[src/rtl/spife_pkg.sv]
package spife_pkg;
    localparam int          FRAME_W  = 32;
    localparam int          HDR_W    = 24;
    localparam int          ADDR_W   = 5;
    localparam logic [7:0]  CRC_POLY = 8'h1D;
    localparam logic [7:0]  CRC_SEED = 8'hFF;
    localparam logic [1:0]  RS_FAULT = 2'b11;

    typedef enum logic [2:0] {
        ST_IDLE,
        ST_CMD,
        ST_GAP_A,
        ST_RSP,
        ST_GAP_B
    } eng_state_e;
endpackage

[src/rtl/spife_crc8.sv]
module spife_crc8 #(
    parameter int         DATA_W = 24,
    parameter logic [7:0] POLY   = 8'h1D,
    parameter logic [7:0] SEED   = 8'hFF
) (
    input  logic [DATA_W-1:0] data,
    output logic [7:0]        crc_inv
);
    logic [7:0] acc;

    always_comb begin
        acc = SEED;
        for (int i = DATA_W - 1; i >= 0; i--) begin
            if (acc[7] ^ data[i]) acc = {acc[6:0], 1'b0} ^ POLY;
            else                  acc = {acc[6:0], 1'b0};
        end
        crc_inv = ~acc;
    end
endmodule

[src/rtl/spife_clkdiv.sv]
module spife_clkdiv #(
    parameter int HALF = 4
) (
    input  logic clk,
    input  logic rst_n,
    input  logic en,
    output logic tick
);
    localparam int            CW   = (HALF > 1) ? $clog2(HALF) : 1;
    localparam logic [CW-1:0] LAST = CW'(HALF - 1);

    logic [CW-1:0] cnt_d, cnt_q;

    always_comb begin
        tick  = en && (cnt_q == LAST);
        cnt_d = (!en || tick) ? '0 : cnt_q + 1'b1;
    end

    always_ff @(posedge clk or negedge rst_n) begin
        if (!rst_n) cnt_q <= '0;
        else        cnt_q <= cnt_d;
    end
endmodule

[src/rtl/spi_frame_engine.sv]
module spi_frame_engine #(
    parameter int CLK_HZ     = 250_000_000,
    parameter int GAP_US     = 10,
    parameter int SCLK_HALF  = 4
) (
    input  logic        clk,
    input  logic        rst_n,
    input  logic        start,
    input  logic        wr_en,
    input  logic [4:0]  addr,
    input  logic [15:0] wdata,
    output logic        busy,
    output logic        done,
    output logic [31:0] rdata,
    output logic        crc_err,
    output logic        status_err,
    output logic        sclk,
    output logic        cs_n,
    output logic        mosi,
    input  logic        miso
);
    import spife_pkg::*;

    localparam int GAP_CYC = (CLK_HZ / 1_000_000) * GAP_US;
    localparam int GAP_W   = $clog2(GAP_CYC + 1);
    localparam int BIT_W   = $clog2(FRAME_W);
    localparam logic [GAP_W-1:0] GAP_LAST = GAP_W'(GAP_CYC - 1);
    localparam logic [BIT_W-1:0] BIT_LAST = BIT_W'(FRAME_W - 1);

    typedef struct packed {
        eng_state_e         st;
        logic [FRAME_W-1:0] tx;
        logic [FRAME_W-1:0] rx;
        logic [BIT_W-1:0]   bits;
        logic               ph;
        logic               sclk;
        logic               cs_n;
        logic [GAP_W-1:0]   gap;
        logic               done;
        logic [31:0]        rdata;
        logic               crc_err;
        logic               stat_err;
    } regs_t;

    regs_t r_d, r_q;

    logic [HDR_W-1:0] cmd_hdr;
    logic [7:0]       tx_crc;
    logic [7:0]       rx_crc;
    logic             tick;
    logic             shifting;

    assign cmd_hdr  = {wr_en, addr, 2'b00, (wr_en ? wdata : 16'h0000)};
    assign shifting = (r_q.st == ST_CMD) || (r_q.st == ST_RSP);

    spife_crc8 #(.DATA_W(HDR_W), .POLY(CRC_POLY), .SEED(CRC_SEED)) u_tx_crc (
        .data    (cmd_hdr),
        .crc_inv (tx_crc)
    );

    spife_crc8 #(.DATA_W(HDR_W), .POLY(CRC_POLY), .SEED(CRC_SEED)) u_rx_crc (
        .data    (r_q.rx[FRAME_W-1:8]),
        .crc_inv (rx_crc)
    );

    spife_clkdiv #(.HALF(SCLK_HALF)) u_div (
        .clk   (clk),
        .rst_n (rst_n),
        .en    (shifting),
        .tick  (tick)
    );

    always_comb begin
        r_d      = r_q;
        r_d.done = 1'b0;
        unique case (r_q.st)
            ST_IDLE: begin
                if (start) begin
                    r_d.tx   = {cmd_hdr, tx_crc};
                    r_d.st   = ST_CMD;
                    r_d.cs_n = 1'b0;
                    r_d.bits = '0;
                    r_d.ph   = 1'b0;
                    r_d.sclk = 1'b0;
                end
            end
            ST_CMD, ST_RSP: begin
                if (tick) begin
                    if (!r_q.ph) begin
                        r_d.sclk = 1'b1;
                        r_d.ph   = 1'b1;
                        if (r_q.st == ST_RSP) r_d.rx = {r_q.rx[FRAME_W-2:0], miso};
                    end else begin
                        r_d.sclk = 1'b0;
                        r_d.ph   = 1'b0;
                        r_d.tx   = {r_q.tx[FRAME_W-2:0], 1'b0};
                        if (r_q.bits == BIT_LAST) begin
                            r_d.cs_n = 1'b1;
                            r_d.gap  = '0;
                            r_d.st   = (r_q.st == ST_CMD) ? ST_GAP_A : ST_GAP_B;
                        end else begin
                            r_d.bits = r_q.bits + 1'b1;
                        end
                    end
                end
            end
            ST_GAP_A: begin
                if (r_q.gap == GAP_LAST) begin
                    r_d.st   = ST_RSP;
                    r_d.cs_n = 1'b0;
                    r_d.bits = '0;
                    r_d.ph   = 1'b0;
                    r_d.tx   = '0;
                end else begin
                    r_d.gap = r_q.gap + 1'b1;
                end
            end
            ST_GAP_B: begin
                if (r_q.gap == GAP_LAST) begin
                    r_d.st       = ST_IDLE;
                    r_d.done     = 1'b1;
                    r_d.rdata    = {{16{r_q.rx[23]}}, r_q.rx[23:8]};
                    r_d.crc_err  = (r_q.rx[7:0] != rx_crc);
                    r_d.stat_err = (r_q.rx[25:24] == RS_FAULT);
                end else begin
                    r_d.gap = r_q.gap + 1'b1;
                end
            end
            default: r_d.st = ST_IDLE;
        endcase
    end

    always_ff @(posedge clk or negedge rst_n) begin
        if (!rst_n) begin
            r_q          <= '0;
            r_q.st       <= ST_IDLE;
            r_q.cs_n     <= 1'b1;
        end else begin
            r_q <= r_d;
        end
    end

    assign busy       = (r_q.st != ST_IDLE);
    assign done       = r_q.done;
    assign rdata      = r_q.rdata;
    assign crc_err    = r_q.crc_err;
    assign status_err = r_q.stat_err;
    assign sclk       = r_q.sclk;
    assign cs_n       = r_q.cs_n;
    assign mosi       = r_q.tx[FRAME_W-1];
endmodule

[config.mk]
export PLATFORM = sky130hd
export DESIGN_NAME = spi_frame_engine
export DESIGN_NICKNAME = d
export VERILOG_FILES = /design/src/rtl/spife_pkg.sv /design/src/rtl/spife_crc8.sv /design/src/rtl/spife_clkdiv.sv /design/src/rtl/spi_frame_engine.sv
export SDC_FILE = /design/constraint.sdc
export NUM_CORES = 1
export LEC_CHECK = 0
export CAP_MARGIN = 30
export CORE_MARGIN = 10
export CORE_UTILIZATION = 35
export CTS_CLUSTER_DIAMETER = 50
export CTS_CLUSTER_SIZE = 24
export DETAILED_ROUTE_END_ITERATION = 8
export DONT_BUFFER_PORTS = 1
export PLACE_DENSITY = 0.55
export SYNTH_ARGS = -nofsm -noshare
export SYNTH_HDL_FRONTEND = slang
export SYNTH_SLANG_ARGS = --single-unit
[constraint.sdc]
create_clock -name clk -period 3.35 [get_ports clk]
set_clock_uncertainty 0.05 [all_clocks]
set_input_delay 0.8375 -clock clk [delete_from_list [all_inputs] [get_ports clk]]
set_output_delay 0.8375 -clock clk [all_outputs]
set_load 0.005 [all_outputs]
==> results of run 1 <==
## report_power, final
group	internal, mW	switching, mW	total [mW]
clock network	0.756	0.480	1.24
registers	1.52	0.143	1.66
logic	0.647	0.506	1.15
## final cells by class
type	instances	area share [%]
clock inverter	5	1.56
tap	229	4.16
sequential	108	39.3
multi-input combinational	391	48.5
inverter	26	1.42
timing repair buffer	13	1.53
clock buffer	11	3.53
## per-stage QoR
step           util [%]  instances
4_1_cts            38.1        783
5_1_grt            38.1        783
3_5_place_dp       36.1        767
2_1_floorplan         -        584
3_3_place_gp       36.0        766
6_report           38.1        783
## placed cells by master, fill, tap and decap left out, types with 5 or more instances in the layout
| master | n |
|---|---|
| nor3_1 | 7 |
| xor3_1 | 7 |
| nand2_1 | 73 |
| mux2_2 | 33 |
| xnor3_1 | 19 |
| nand3_1 | 9 |
| clkbuf_16 | 9 |
| dfrtp_1 | 107 |
| xnor2_2 | 5 |
| nand4_1 | 6 |
| xor2_1 | 27 |
| inv_1 | 25 |
| buf_4 | 12 |
| xnor2_1 | 70 |
| a21oi_1 | 5 |
| o21ai_0 | 13 |
| nor2_1 | 28 |
| a22oi_1 | 13 |
| a222oi_1 | 19 |
## cell usage after synthesis, drive strengths merged (5+ instances only)
cell / number / area [µm²]
nor2: 28 / 105
a21oi: 5 / 25.0
xnor2: 76 / 722
dfrtp: 107 / 2680
nand4: 6 / 37.5
mux2: 33 / 372
nor3: 7 / 35.0
o21ai: 17 / 85.1
xor3: 7 / 166
nand2: 73 / 274
xor2: 30 / 285
nand3: 9 / 45.0
inv: 25 / 93.8
clkbuf: 21 / 78.8
buf: 38 / 270
xnor3: 23 / 523
a22oi: 13 / 97.6
a222oi: 19 / 190
## registers in the layout (all words and copies together), names as in the netlist
signal,count
crc_err,1
cs_n,1
done,1
mosi,1
r_q,84
rdata,16
sclk,1
status_err,1
u_div.cnt_q,2
## final timing paths
check	from	endpoint	slack, ns	depth (start not counted)
hold / removal	rst_n	r_q[81]	0.13	0
min in group clk	u_div.cnt_q[0]	u_div.cnt_q[0]	0.40	1
hold reg to reg	u_div.cnt_q[0]	u_div.cnt_q[0]	0.40	1
setup reg to reg	r_q[83]	crc_err	0.20	8
setup / recovery	r_q[83]	crc_err	0.20	8
max in group asynchronous	rst_n	cs_n	2.92	0
## logic make-up after synthesis
kind of cell             Yosys count  synth area share, %
XOR/XNOR                         136                 26.2
AO/OA/AOI/OAI                     69                 8.03
AND/OR/NAND/NOR                  146                 10.1
flip-flops                       108                 41.7
buffers and inverters             85                 6.89
adder cells (fa/ha/maj)            4                0.772
multiplexers                      36                 6.39
## routing by layer
metal / routed length [µm] / vias up / GRT usage, %
met3: 1000 / 16 / 4.22
met4: 185 / 0 / 3.46
met1: 5350 / 1928 / 12.9
met2: 6230 / 94 / 18.5
li1: - / 1889 / -
met5: 0 / - / 0
==> impl_metrics.yaml, run 1 <==
yosys:
  synth_seq_cells: 108
  netlist_area_um2: 6480
  yosys_warnings: 0
  async_flop_share_pct: 100
  syn_inst: 584
  synth_edf_count: 0
  syn_avg_cell_area_um2: 11.1
  synth_ff_type: "dfrtp_1"
  syn-num-nets: 614
  synth_seq_area_share_pct: 41.7
  ys_types: 49
finish:
  seqCellArea_um2: 2700
  multi_input_area_um2: 3340
  layout.nets: 579
  antenna_cells: 0
  syn_to_final_growth_pct: 6.19
  finalInstanceArea_um2: 6890
  nFillCells: 1742
  final_layout_size_suffix_gt1_share_pct: 14.3
timing:
  worst_hold_slack_ns: 0.126
  fin_crit_ns: 3.15
  postLayoutSetupSlackWorst_ns: 0.199
  tightest_slew_ns: 0.799
  rsz0062_at_grt: "false"
  slew_violations: 0
  relSlewSlack_pct: 46.8
  tns_ns: 0
  timing.fmax_mhz: 317
  finalCritPeriodShare_pct: 94.1
  report.final.setup_viol: 0
  hold_viol: 0
die:
  die_x_um: 156
  die_area_um2: 24400
  core_area_um2: 18100
  io_pins: 65
  num_rows: 49
  die_h_um: 156
  start_util_pct: 35.8
clock_tree:
  clock-root-buffer: "clkbuf_16"
  clkTransAtPathRegs_ns: 0.07
  cts_tree: "built"
  ctsHoldBuffers: 0
  cts_setup_buffers: 0
  post_cts_resized: 0
  cts_max_level: 3
  numClockSinks: 108
  cts_buffers: 9
  clock_latency_ns: 0.36
  cts.path.max_buffers: 2
setup_path:
  crit_type: "flop to flop"
  required_ns: 3.55
  crit_family: "XOR/XNOR gates"
  crit_top_cell: "xnor3_1"
  startpoint_type: "flop"
  end_kind: "flop"
  path_buf_inv: 0
  crit_chain: "xnor3_1, xor3_1, xnor2_2, xnor3_1, xnor2_1, mux2i_1, o211ai_1, o22a_1"
  critPathMaxStageDelay_ns: 0.53
  cp.arrival_ns: 3.35
  crit_path_max_fanout: 6
  critPathSlowestCell: "xnor3_1"
run_status:
  outcome: "completed"
place:
  gp_congestion: 0.822
  placed_cell_area_um2: 6540
  place_ws_ns: 0.0889
  port_buffers: 0
  post-dp-hpwl_mm: 9.40
global_route:
  grt.overflow.total: 0
  grt_antenna_before_repair: 0
  grt_pass1_vias: 4268
  grt_usage_pct: 11.1
  grt_max_degree: 109
  grt_pass1_wl_mm: 21.7
power_and_ir_drop:
  power.total_mw: 4.05
  p_leak_nw: 3.35
  ir_drop_mv: 0.382
  power_density_nw_per_um2: 588
routing:
  drt_iter0_markers: 250
  drc: 0
  ant_nets: 0
  vias: 3927
  dr.pass1.iters: 5
  viasPerCell: 5.02
  wl_per_cell_um: 16.3
  wirelength_mm: 12.8
min_path:
  hold_path_class: "primary input to async pin"
flow_run:
  cap_violations: 0
Power figures use the tool's default switching activity.
==> inputs of run 2 (changes only) <==
--- a/config.mk
+++ b/config.mk
@@ -7,12 +7,12 @@
 export LEC_CHECK = 0
 export CAP_MARGIN = 30
 export CORE_MARGIN = 10
-export CORE_UTILIZATION = 35
+export CORE_UTILIZATION = 30
 export CTS_CLUSTER_DIAMETER = 50
 export CTS_CLUSTER_SIZE = 24
 export DETAILED_ROUTE_END_ITERATION = 8
 export DONT_BUFFER_PORTS = 1
-export PLACE_DENSITY = 0.55
+export PLACE_DENSITY = 0.5
 export SYNTH_ARGS = -nofsm -noshare
 export SYNTH_HDL_FRONTEND = slang
 export SYNTH_SLANG_ARGS = --single-unit
==> impl_metrics.yaml, run 2 (synthesized netlist as in run 1, its figures left out) <==
timing:
  slew_violations: 0
  tns_ns: 0
  fin_crit_ns: 3.08
  finalCritPeriodShare_pct: 92.0
  hold_viol: 0
  relSlewSlack_pct: 46.5
  rsz0062_at_grt: "false"
  worst_hold_slack_ns: 0.121
  report.final.setup_viol: 0
  timing.fmax_mhz: 325
  tightest_slew_ns: 0.802
  postLayoutSetupSlackWorst_ns: 0.268
clock_tree:
  ctsHoldBuffers: 0
  cts_buffers: 9
  post_cts_resized: 0
  cts_max_level: 3
  numClockSinks: 108
  cts.path.max_buffers: 2
  clock_latency_ns: 0.36
  cts_setup_buffers: 0
  cts_tree: "built"
  clock-root-buffer: "clkbuf_16"
  clkTransAtPathRegs_ns: 0.08
routing:
  drt_iter0_markers: 318
  dr.pass1.iters: 8
  wirelength_mm: 13.3
  vias: 3921
  wl_per_cell_um: 16.1
  viasPerCell: 4.75
  drc: 0
  ant_nets: 0
power_and_ir_drop:
  switching_share_pct: 29.0
  p_leak_nw: 3.32
  power_density_nw_per_um2: 578
  intPower_mw: 2.83
  p_comb_share_pct: 28.9
  p_sw_mw: 1.16
  clockPowerShare_pct: 29.5
  seqPwrFrac_pct: 41.7
  ir_drop_mv: 0.342
  power.total_mw: 3.98
finish:
  post-route-util_pct: 32.6
  antenna_cells: 0
  layout_common_cells: "dfrtp_1 (107), nand2_1 (73), xnor2_1 (70)"
  largest_reg_flops: 84
  syn_to_final_growth_pct: 6.23
  stdcell_count: 826
  layout.nets: 576
  layout_commonest_cell: "dfrtp_1"
  final_layout_size_suffix_gt1_share_pct: 14.0
  largest-register: "r_q"
  finalInstanceArea_um2: 6890
die:
  die_h_um: 167
  io_pins: 65
  core_area_um2: 21200
  num_rows: 53
  start_util_pct: 30.7
  die_x_um: 167
  die_area_um2: 27900
setup_path:
  end_kind: "flop"
  startpoint_type: "flop"
  required_ns: 3.55
  crit_path_start: "r_q[83]"
  timing.rr.start: "r_q[83]"
  r2r_end: "crc_err"
  crit_path_max_fanout: 6
  reg2reg_depth: 8
  endpoint: "crc_err"
  rrSetupSlack_ns: 0.27
  crit_type: "flop to flop"
  cp.arrival_ns: 3.28
place:
  gp_congestion: 0.804
  port_buffers: 0
  placed_cells: 810
  placed_cell_area_um2: 6560
  place_ws_ns: 0.0860
  post-dp-hpwl_mm: 9.45
min_path:
  hold_path_class: "primary input to async pin"
global_route:
  grt_max_degree: 109
  grt_pass1_wl_mm: 22.5
  grt_usage_pct: 9.79
  grt_antenna_before_repair: 0
  grt_pass1_vias: 4143
  grt.overflow.total: 0
flow_run:
  cap_violations: 0
run_status:
  outcome: "completed"
run 2: power by group through the flow:
stage	logic [mW]	registers, mW	clock network (mW)
global route	1.29	1.68	1.28
detailed placement	1.15	1.68	0
finish	1.15	1.66	1.17
global placement	1.14	1.67	0
floorplan	0.981	1.62	0
CTS	1.16	1.66	1.22
run 2: worst max-delay path, stage by stage (launching register included):
cell and delay, ns:
dfrtp_1 0.46, xnor3_1 0.52, xor3_1 0.45, xnor2_2 0.27, xnor3_1 0.49, xnor2_1 0.21
mux2i_1 0.21, o211ai_1 0.13, o22a_1 0.20
run 2: final cells by class:
| cell class | count | area [µm²] |
|---|---|---|
| Clock buffer | 10 | 239 |
| Clock inverter | 6 | 86.3 |
| Fill cell | 2136 | 14300 |
| Inverter | 26 | 97.6 |
| Multi-Input combinational cell | 391 | 3340 |
| Sequential cell | 108 | 2700 |
| Tap cell | 275 | 344 |
| Timing Repair Buffer | 10 | 75.1 |
run 2: how the worst min path moves through the flow:
stage,startpoint,to,slack [ns],depth (start not counted)
detailed placement,u_div.cnt_q[0],u_div.cnt_q[0],0.39,1
CTS,rst_n,rdata[2],0.10,0
global route,rst_n,rdata[7],0.1,0
finish,rst_n,r_q[75],0.12,0
floorplan,u_div.cnt_q[0],u_div.cnt_q[0],0.37,1
global placement,u_div.cnt_q[0],u_div.cnt_q[0],0.38,1
run 2: metal layers:
metal | routed length, µm | up-vias | global-route usage [%]
met5 | 0 | - | 0
met4 | 197 | 0 | 2.44
met3 | 965 | 15 | 3.84
met2 | 6160 | 99 | 15.9
met1 | 5950 | 1930 | 11.9
li1 | - | 1877 | -
